## config.mk

```make
export PLATFORM = sky130hd
export DESIGN_NAME = rxdly_path_seq
export DESIGN_NICKNAME = d
export VERILOG_FILES = /design/src/rtl/rxdly_pkg.sv /design/src/rtl/rxdly_path_decide.sv /design/src/rtl/rxdly_tap_lookup.sv /design/src/rtl/rxdly_write_gen.sv /design/src/rtl/rxdly_seq_ctrl.sv /design/src/rtl/rxdly_path_seq.sv
export SDC_FILE = /design/constraint.sdc
export NUM_CORES = 1
export LEC_CHECK = 0
export BUFFER_PORTS_ARGS = -buffer_cell sky130_fd_sc_hd__buf_2
export CELL_PAD_IN_SITES_DETAIL_PLACEMENT = 2
export CELL_PAD_IN_SITES_GLOBAL_PLACEMENT = 2
export CORE_AREA = 2 2 111 113
export CTS_CLUSTER_DIAMETER = 120
export DETAILED_ROUTE_END_ITERATION = 10
export DIE_AREA = 0 0 113 115
export PLACE_DENSITY = 0.82
export SLEW_MARGIN = 10
export SYNTH_ARGS = -nofsm -noshare
export SYNTH_HDL_FRONTEND = slang
export SYNTH_SLANG_ARGS = --single-unit
export TNS_END_PERCENT = 100
```

## constraint.sdc

```tcl
create_clock -name clk_i -period 1.8 [get_ports clk_i]
set_clock_uncertainty 0.15 [all_clocks]
set_input_delay 0.54 -clock clk_i [delete_from_list [all_inputs] [get_ports clk_i]]
set_output_delay 0.54 -clock clk_i [all_outputs]
set_load 0.1 [all_outputs]
```

## src/rtl/rxdly_pkg.sv

```systemverilog
package rxdly_pkg;
  typedef enum logic [2:0] {
    STEP_DLL_OFF   = 3'd0,
    STEP_SEL       = 3'd1,
    STEP_WIN_OPEN  = 3'd2,
    STEP_TAP       = 3'd3,
    STEP_WIN_CLOSE = 3'd4
  } step_t;
endpackage

```

## src/rtl/rxdly_path_decide.sv

```systemverilog
module rxdly_path_decide #(
  parameter int unsigned MODE_W         = 4,
  parameter int unsigned FREQ_W         = 32,
  parameter int unsigned DLL_ABOVE_MODE = 4,
  parameter int unsigned DLL_MIN_FREQ   = 50_000_000
) (
  input  logic [MODE_W-1:0] mode_i,
  input  logic [FREQ_W-1:0] freq_i,
  output logic              use_dll_o
);
  localparam logic [MODE_W-1:0] ModeLim = MODE_W'(DLL_ABOVE_MODE);
  localparam logic [FREQ_W-1:0] FreqLim = FREQ_W'(DLL_MIN_FREQ);

  logic fast_mode, fast_clk;
  assign fast_mode = mode_i > ModeLim;
  assign fast_clk  = freq_i >= FreqLim;
  assign use_dll_o = fast_mode && fast_clk;
endmodule

```

## src/rtl/rxdly_tap_lookup.sv

```systemverilog
module rxdly_tap_lookup #(
  parameter int unsigned NUM_MODES = 11,
  parameter int unsigned MODE_W    = 4,
  parameter int unsigned TAP_W     = 5
) (
  input  logic [NUM_MODES*TAP_W-1:0] table_i,
  input  logic [MODE_W-1:0]          mode_i,
  output logic [TAP_W-1:0]           tap_o
);
  logic [TAP_W-1:0] masked [NUM_MODES];

  for (genvar gi = 0; gi < NUM_MODES; gi++) begin : g_entry
    logic hit;
    assign hit        = mode_i == MODE_W'(gi);
    assign masked[gi] = hit ? table_i[gi*TAP_W +: TAP_W] : '0;
  end

  // unmatched codes fall through to zero
  always_comb begin
    tap_o = '0;
    for (int i = 0; i < NUM_MODES; i++) tap_o = tap_o | masked[i];
  end
endmodule

```

## src/rtl/rxdly_write_gen.sv

```systemverilog
module rxdly_write_gen
  import rxdly_pkg::*;
#(
  parameter int unsigned ADDR_W      = 12,
  parameter int unsigned DATA_W      = 32,
  parameter int unsigned TAP_W       = 5,
  parameter logic [ADDR_W-1:0] A_DLL = 12'h100,
  parameter logic [ADDR_W-1:0] A_TAP = 12'h10C,
  parameter logic [ADDR_W-1:0] A_SEL = 12'h110,
  parameter int unsigned DLL_EN_BIT  = 1,
  parameter int unsigned TX_SEL_BIT  = 17,
  parameter int unsigned RX_SEL_BIT  = 16,
  parameter int unsigned WIN_BIT     = 9,
  parameter int unsigned TAP_LSB     = 0
) (
  input  step_t             step_i,
  input  logic              dll_path_i,
  input  logic [TAP_W-1:0]  tap_i,
  output logic [ADDR_W-1:0] addr_o,
  output logic [DATA_W-1:0] data_o,
  output logic [DATA_W-1:0] mask_o
);
  localparam logic [DATA_W-1:0] MDll = DATA_W'(1) << DLL_EN_BIT;
  localparam logic [DATA_W-1:0] MSel = (DATA_W'(1) << TX_SEL_BIT) | (DATA_W'(1) << RX_SEL_BIT);
  localparam logic [DATA_W-1:0] MWin = DATA_W'(1) << WIN_BIT;
  localparam logic [DATA_W-1:0] MTap = DATA_W'((1 << TAP_W) - 1) << TAP_LSB;

  always_comb begin
    addr_o = A_DLL;
    mask_o = MDll;
    data_o = '0;
    unique case (step_i)
      STEP_DLL_OFF: begin
        addr_o = A_DLL;
        mask_o = MDll;
        data_o = '0;
      end
      STEP_SEL: begin
        addr_o = A_SEL;
        mask_o = MSel;
        data_o = dll_path_i ? '0 : MSel;
      end
      STEP_WIN_OPEN: begin
        addr_o = A_TAP;
        mask_o = MWin;
        data_o = MWin;
      end
      STEP_TAP: begin
        addr_o = A_TAP;
        mask_o = MTap;
        data_o = DATA_W'(tap_i) << TAP_LSB;
      end
      STEP_WIN_CLOSE: begin
        addr_o = A_TAP;
        mask_o = MWin;
        data_o = '0;
      end
      default: ;
    endcase
  end
endmodule

```

## src/rtl/rxdly_seq_ctrl.sv

```systemverilog
module rxdly_seq_ctrl
  import rxdly_pkg::*;
(
  input  logic  clk_i,
  input  logic  rst_ni,
  input  logic  start_i,
  input  logic  wr_ready_i,
  input  logic  dll_path_i,
  output logic  accept_o,
  output step_t step_o,
  output logic  wr_valid_o,
  output logic  done_o
);
  step_t step_q;
  logic  active_q, done_q;
  step_t last_step;

  assign accept_o  = start_i && !active_q;
  assign last_step = dll_path_i ? STEP_SEL : STEP_WIN_CLOSE;

  always_ff @(posedge clk_i or negedge rst_ni) begin
    if (!rst_ni) begin
      active_q <= 1'b0;
      step_q   <= STEP_DLL_OFF;
      done_q   <= 1'b0;
    end else begin
      done_q <= 1'b0;
      if (accept_o) begin
        active_q <= 1'b1;
        step_q   <= STEP_DLL_OFF;
      end else if (active_q && wr_ready_i) begin
        if (step_q == last_step) begin
          active_q <= 1'b0;
          done_q   <= 1'b1;
        end else begin
          step_q <= step_t'(step_q + 3'd1);
        end
      end
    end
  end

  assign step_o     = step_q;
  assign wr_valid_o = active_q;
  assign done_o     = done_q;
endmodule

```

## src/rtl/rxdly_path_seq.sv

```systemverilog
module rxdly_path_seq
  import rxdly_pkg::*;
#(
  parameter int unsigned NUM_MODES      = 11,
  parameter int unsigned MODE_W         = 4,
  parameter int unsigned FREQ_W         = 32,
  parameter int unsigned TAP_W          = 5,
  parameter int unsigned ADDR_W         = 12,
  parameter int unsigned DATA_W         = 32,
  parameter int unsigned DLL_ABOVE_MODE = 4,
  parameter int unsigned DLL_MIN_FREQ   = 50_000_000
) (
  input  logic                       clk_i,
  input  logic                       rst_ni,
  input  logic                       start_i,
  input  logic [MODE_W-1:0]          mode_i,
  input  logic [FREQ_W-1:0]          freq_i,
  input  logic [NUM_MODES*TAP_W-1:0] tap_table_i,
  input  logic                       wr_ready_i,
  output logic                       wr_valid_o,
  output logic [ADDR_W-1:0]          wr_addr_o,
  output logic [DATA_W-1:0]          wr_data_o,
  output logic [DATA_W-1:0]          wr_mask_o,
  output logic                       done_o
);
  logic             use_dll, accept;
  logic [TAP_W-1:0] tap_sel;
  logic             dll_q;
  logic [TAP_W-1:0] tap_q;
  step_t            step;

  rxdly_path_decide #(
    .MODE_W(MODE_W), .FREQ_W(FREQ_W),
    .DLL_ABOVE_MODE(DLL_ABOVE_MODE), .DLL_MIN_FREQ(DLL_MIN_FREQ)
  ) u_decide (
    .mode_i(mode_i), .freq_i(freq_i), .use_dll_o(use_dll)
  );

  rxdly_tap_lookup #(
    .NUM_MODES(NUM_MODES), .MODE_W(MODE_W), .TAP_W(TAP_W)
  ) u_lookup (
    .table_i(tap_table_i), .mode_i(mode_i), .tap_o(tap_sel)
  );

  // operands frozen at accept
  always_ff @(posedge clk_i or negedge rst_ni) begin
    if (!rst_ni) begin
      dll_q <= 1'b0;
      tap_q <= '0;
    end else if (accept) begin
      dll_q <= use_dll;
      tap_q <= tap_sel;
    end
  end

  rxdly_seq_ctrl u_ctrl (
    .clk_i(clk_i), .rst_ni(rst_ni), .start_i(start_i),
    .wr_ready_i(wr_ready_i), .dll_path_i(dll_q),
    .accept_o(accept), .step_o(step),
    .wr_valid_o(wr_valid_o), .done_o(done_o)
  );

  rxdly_write_gen #(
    .ADDR_W(ADDR_W), .DATA_W(DATA_W), .TAP_W(TAP_W)
  ) u_wgen (
    .step_i(step), .dll_path_i(dll_q), .tap_i(tap_q),
    .addr_o(wr_addr_o), .data_o(wr_data_o), .mask_o(wr_mask_o)
  );
endmodule

```

* After elaboration in Yosys (flattened, before gate mapping)
Cells that the tools add are included.
Widths: inputs -> output; s select.
** Storage, ports and cells
- Word-level logic and storage cells :: 70
- Register bits after elaboration :: 11
- Bits of input ports :: 95
** Operators by class
- Magnitude comparators :: 2
- Reduce and logical (&&, ||, !) cells :: 11
- Bitwise operators :: 10
- Mux-type cells :: 25
- Eq/ne operators :: 16
- Add/sub/neg operators :: 1
** Operators with widths (number)
- $pmux 32 s3 :: 1
- $mux 5 :: 11
- $pmux 18 s3 :: 1
- $or 5x5->5 :: 10
- $ge 32x26->1 const B :: 1
- $mux 18 :: 1
- $eq 4x3->1 const B :: 4
- $eq 4x4->1 const B :: 3
- $mux 3 :: 4
- $pmux 5 s2 :: 1
- $eq 4x2->1 const B :: 2
- $eq 3x2->1 const B :: 2
- $mux 1 :: 6
- $eq 4x1->1 const B :: 1
- $gt 4x3->1 const B :: 1
- $logic_not 4->1 :: 1
- $reduce_and 2->1 :: 2
- $reduce_bool 2->1 :: 2
- $add 3x1->3 const B :: 1
- $eq 3x1->1 const B :: 1
- $eq 3x3->1 :: 1
- $eq 3x3->1 const B :: 1
- $logic_and 1x1->1 :: 3
- $reduce_or 3->1 :: 1
- 3 further kinds :: 3

* Depth between registers and ports, before layout
- Word-level depth :: 12
- Gate-level depth with buffers :: 7

* Cells and area by module
Synthesis repeated with hierarchy kept, for this count alone.
** Second synthesis, totals
- Cells, all modules :: 224
- Area, all modules :: 1868.0 µm²
** By module, submodules not included
- rxdly_tap_lookup :: instances 1, area an instance 623.1 µm², cells each 86
- rxdly_write_gen :: instances 1, area an instance 601.8 µm², cells each 82
- rxdly_seq_ctrl :: instances 1, area an instance 290.3 µm², cells each 30
- rxdly_path_seq :: instances 1, area an instance 251.5 µm², cells each 13
- rxdly_path_decide :: instances 1, area an instance 101.3 µm², cells each 13

* Worst setup path after synthesis
No wires, ideal clock.
- Path type :: reg-to-output
- From :: reg u_ctrl.step_q[0] (netlist: u_ctrl.step_o[0])
- To :: out wr_addr_o[3]
- Buffers on the path :: 1
- Arrival time :: 3.444 ns
- Slack :: -2.334 ns
- Cell stages (with the launch flop) :: 7
- Cells stage by stage :: dfrtp_1 -> inv_1 -> ha_1 -> nor2b_1 -> a21oi_1 -> nand2b_1 -> buf_4
** Between the ends
- Word-level cells in the longest chain between the ends :: 3
- Elaborated cells on any way between the ends :: 6
** Ends and longest elaborated chain
- from (decl) :: line rxdly_seq_ctrl.sv:14 : step_t step_q;
- from (signal assigned) :: line rxdly_seq_ctrl.sv:36 : step_q <= step_t'(step_q + 3'd1);
- $eq 3x2->1 or $eq 3x3->1 (tied branches) :: line rxdly_write_gen.sv:32 : unique case (step_i)
- $reduce_or 3->1 (no source line)
- $pmux 5 s2 (*) :: line rxdly_write_gen.sv:32
- to (decl) :: line rxdly_path_seq.sv:21 : output logic [ADDR_W-1:0] wr_addr_o,
Every way passes the cells marked *; elsewhere a longest branch is shown, timed or not.

* Worst setup path after layout
Ends and elaborated chain as after synthesis.

==> impl_metrics.ini <==
[status]
status = finished with violations
violations = DRC, setup timing

[setup_path]
cp_slowest_cell = dfrtp_1
timing.critical_path.arrival_ns = 1.58
critical-path-top-delay-family = flip-flops
cp_max_fo = 3
reg2regPathDepth = 6
startpoint_type = register
cp.depth = 7
crit_chain = inv_2 -> ha_4 -> nor2b_4 -> a21oi_4 -> buf_6 -> nand2b_4 -> buf_12
critPathLaunch = u_ctrl.step_o[0]
path_buf_inv = 3
slowest_delay_ns = 0.40
r2r_start = u_ctrl.step_o[0]
crit_required_ns = 1.11
cp-end-kind = output port
path_class = reg -> out

[global_route]
grt_pass1_wl_um = 11100
antenna_found_initial = 0
grt_max_degree = 17
grt_util_all_layers_pct = 10.8
grt_pass1_vias = 2123
overflow = 0

[placed_design]
gp_congestion = 0.717
io_buffers = 108
dp_slack_ns = -0.286
place_hpwl_um = 6330

[synth]
ys_warn_count = 0
synth.avg_cell_area_um2 = 8.02
synth_area_um2 = 1740
synth_ff_type = dfrtp_1
synth_cells = 217
synth_edf_count = 0
synth.distinct_cells = 45
yosysSeqAreaShare_pct = 15.8
synth_seq_cells = 11
async_flop_share_pct = 100

[power_and_ir_drop]
swShare_pct = 59.0
peakVddDrop_mv = 0.517
p_comb_share_pct = 80.8
intPower_mw = 1.94
total_power_mw = 4.74
power_density_nw_per_um2 = 1620
clkPwrFrac_pct = 8.8
leakagePower_nw = 1.37
seqPwrFrac_pct = 10.4
p_sw_mw = 2.80

[hold_path]
hp-class = in -> async

[timing]
period_minus_slack_ns = 2.27
worst_slack_ns = -0.468
finalHoldWorstSlack_ns = 0.0162
min_period_over_period_pct = 126
rsz0062_at_grt = yes
finalSetupViolCount = 20
fin_setup_tns_ns = -7.56
hold_viol_final = 0
fmax_mhz = 441
finalMaxSlewViolations = 0

[floorplan]
core_um2 = 11800
die_x_um = 113
die_area_um2 = 13000
die_y_um = 115
start_util_pct = 14.7
io_pins = 173
rows = 40

[cells_and_area]
n_fill_cell = 1386
antenna_cells = 0
syn_to_final_growth_pct = 67.7
nets = 441
drive_gt1_share_pct = 52.9

[drt]
ant_nets = 0
vias = 1878
post_drt_wl_per_cell_um = 15.0
routed_wl_um = 7280
vias_per_cell = 3.86
drt_iter0_drc = 37
drc = 10
dr.pass1.iters = 7

[cts]
cts.sinks = 11
cts_buffers = 3
clkTransAtPathRegs_ns = 0.05
cts-hold-fix-buffers = 0
cts_tree = yes
insertion_delay_ns = 0.24
clockBufferDepth = 2
root_buffer = clkbuf_16
htreeDepth = 1

[run]
maxCapViolations = 0
[power by group through the flow]
stage / Combinational, mW / Clock [mW] / Sequential, mW
floorplan: 2.64 / 0 / 0.580
global placement: 3.58 / 0 / 0.473
detailed placement: 3.67 / 0 / 0.489
CTS: 3.82 / 0.423 / 0.485
global route: 3.99 / 0.434 / 0.514
finish: 3.83 / 0.416 / 0.492
[synth_stat cells, drive strengths merged (2+ instances only)]
| library cell | number | area, µm² |
|---|---|---|
| a41oi | 2 | 17.5 |
| buf | 72 | 532 |
| and4b | 2 | 20.0 |
| mux2 | 3 | 33.8 |
| nand3 | 5 | 25.0 |
| conb | 2 | 7.51 |
| or3 | 2 | 12.5 |
| dfrtp | 11 | 275 |
| o21ai | 10 | 50.1 |
| mux2i | 9 | 90.1 |
| mux4 | 3 | 67.6 |
| nand2b | 5 | 31.3 |
| nor3b | 2 | 15.0 |
| nand3b | 6 | 45.0 |
| nor4b | 2 | 17.5 |
| ha | 5 | 62.6 |
| nor2 | 11 | 41.3 |
| nor2b | 5 | 31.3 |
| or3b | 2 | 17.5 |
| a21oi | 10 | 50.1 |
| nand2 | 6 | 22.5 |
| nor3 | 2 | 10.0 |
| nand4 | 2 | 12.5 |
| inv | 7 | 26.3 |
| o211ai | 3 | 22.5 |
| clkbuf | 2 | 7.51 |
| a31oi | 2 | 12.5 |
| a211oi | 4 | 30.0 |
| and2 | 5 | 31.3 |
| a21o | 2 | 15.0 |
[cells in the final DEF, fill, tap and decap left out, drive strengths merged, types with 5 or more instances in the layout]
cell type    n
buf        138
conb        57
nor2        11
dfrtp       11
o21ai       10
a21oi       10
mux2i        9
nand3b       6
nand2        6
and2         5
nand3        5
nand2b       5
nor2b        5
ha           5
[worst reg2reg max path, cell delays in order (launching register included)]
cell and delay (ns):
dfrtp_1 0.41, buf_4 0.16, buf_4 0.14, or3b_4 0.39, a21oi_4 0.23, and2b_1 0.17, nor2_1 0.05
[registers in the layout (all words and copies together), names as in the netlist]
signal,count
u_ctrl.step_o,3
u_ctrl.wr_valid_o,1
u_ctrl.done_o,1
dll_q,1
tap_q,5
[worst paths after layout]
path	to	slack [ns]
min in group clk_i	tap_q[4]	0.36
worst min-delay path	u_ctrl.done_o	0.02
max in group asynchronous	u_ctrl.step_o[1]	1.25
worst min register to register	tap_q[4]	0.36
worst max-delay path	wr_addr_o[3]	-0.47
worst max register to register	u_ctrl.wr_valid_o	0
[final cells by class]
type,count,area [µm²],area share (%)
timing repair buffer,138,1080,37.0
clock inverter,1,5.00,0.171
sequential,11,278,9.52
clock buffer,3,75.1,2.57
inverter,7,37.5,1.29
tap,147,184,6.30
multi-input combinational,180,1260,43.1
[per-layer routing]
metal | GRT usage (%) | wire length (µm) | part of all wire [%]
met1 | 12.1 | 2790 | 38
met2 | 21.8 | 4040 | 55
met3 | 1.58 | 457 | 6.3
met4 | 1.46 | 0 | 0
met5 | 0 | 0 | 0
[timing repair]
action                     CTS  global route
buffers inserted             2             2
cloned                       0             0
resized for setup           14            12
pin swaps                    5             8
setup endpoints to repair   25            29
[metrics by stage]
step / cells / area [µm²] / util [%]
after floorplan: 272 / 2090 / -
after global placement: 479 / 2710 / 22.9
after detailed placement: 479 / 2710 / 22.9
after CTS: 485 / 2860 / 24.2
after global routing: 487 / 2920 / 24.7
final: 487 / 2920 / 24.7
[cells by family after synthesis]
| group | share of synthesized area [%] |
|---|---|
| buf+inv | 32.5 |
| simple gates | 21.5 |
| compound gates | 15.2 |
| mux | 11.0 |
| flops | 15.8 |
| fa+ha+maj | 3.59 |
| other cells | 0.432 |
(Power assumes the default switching activity.)
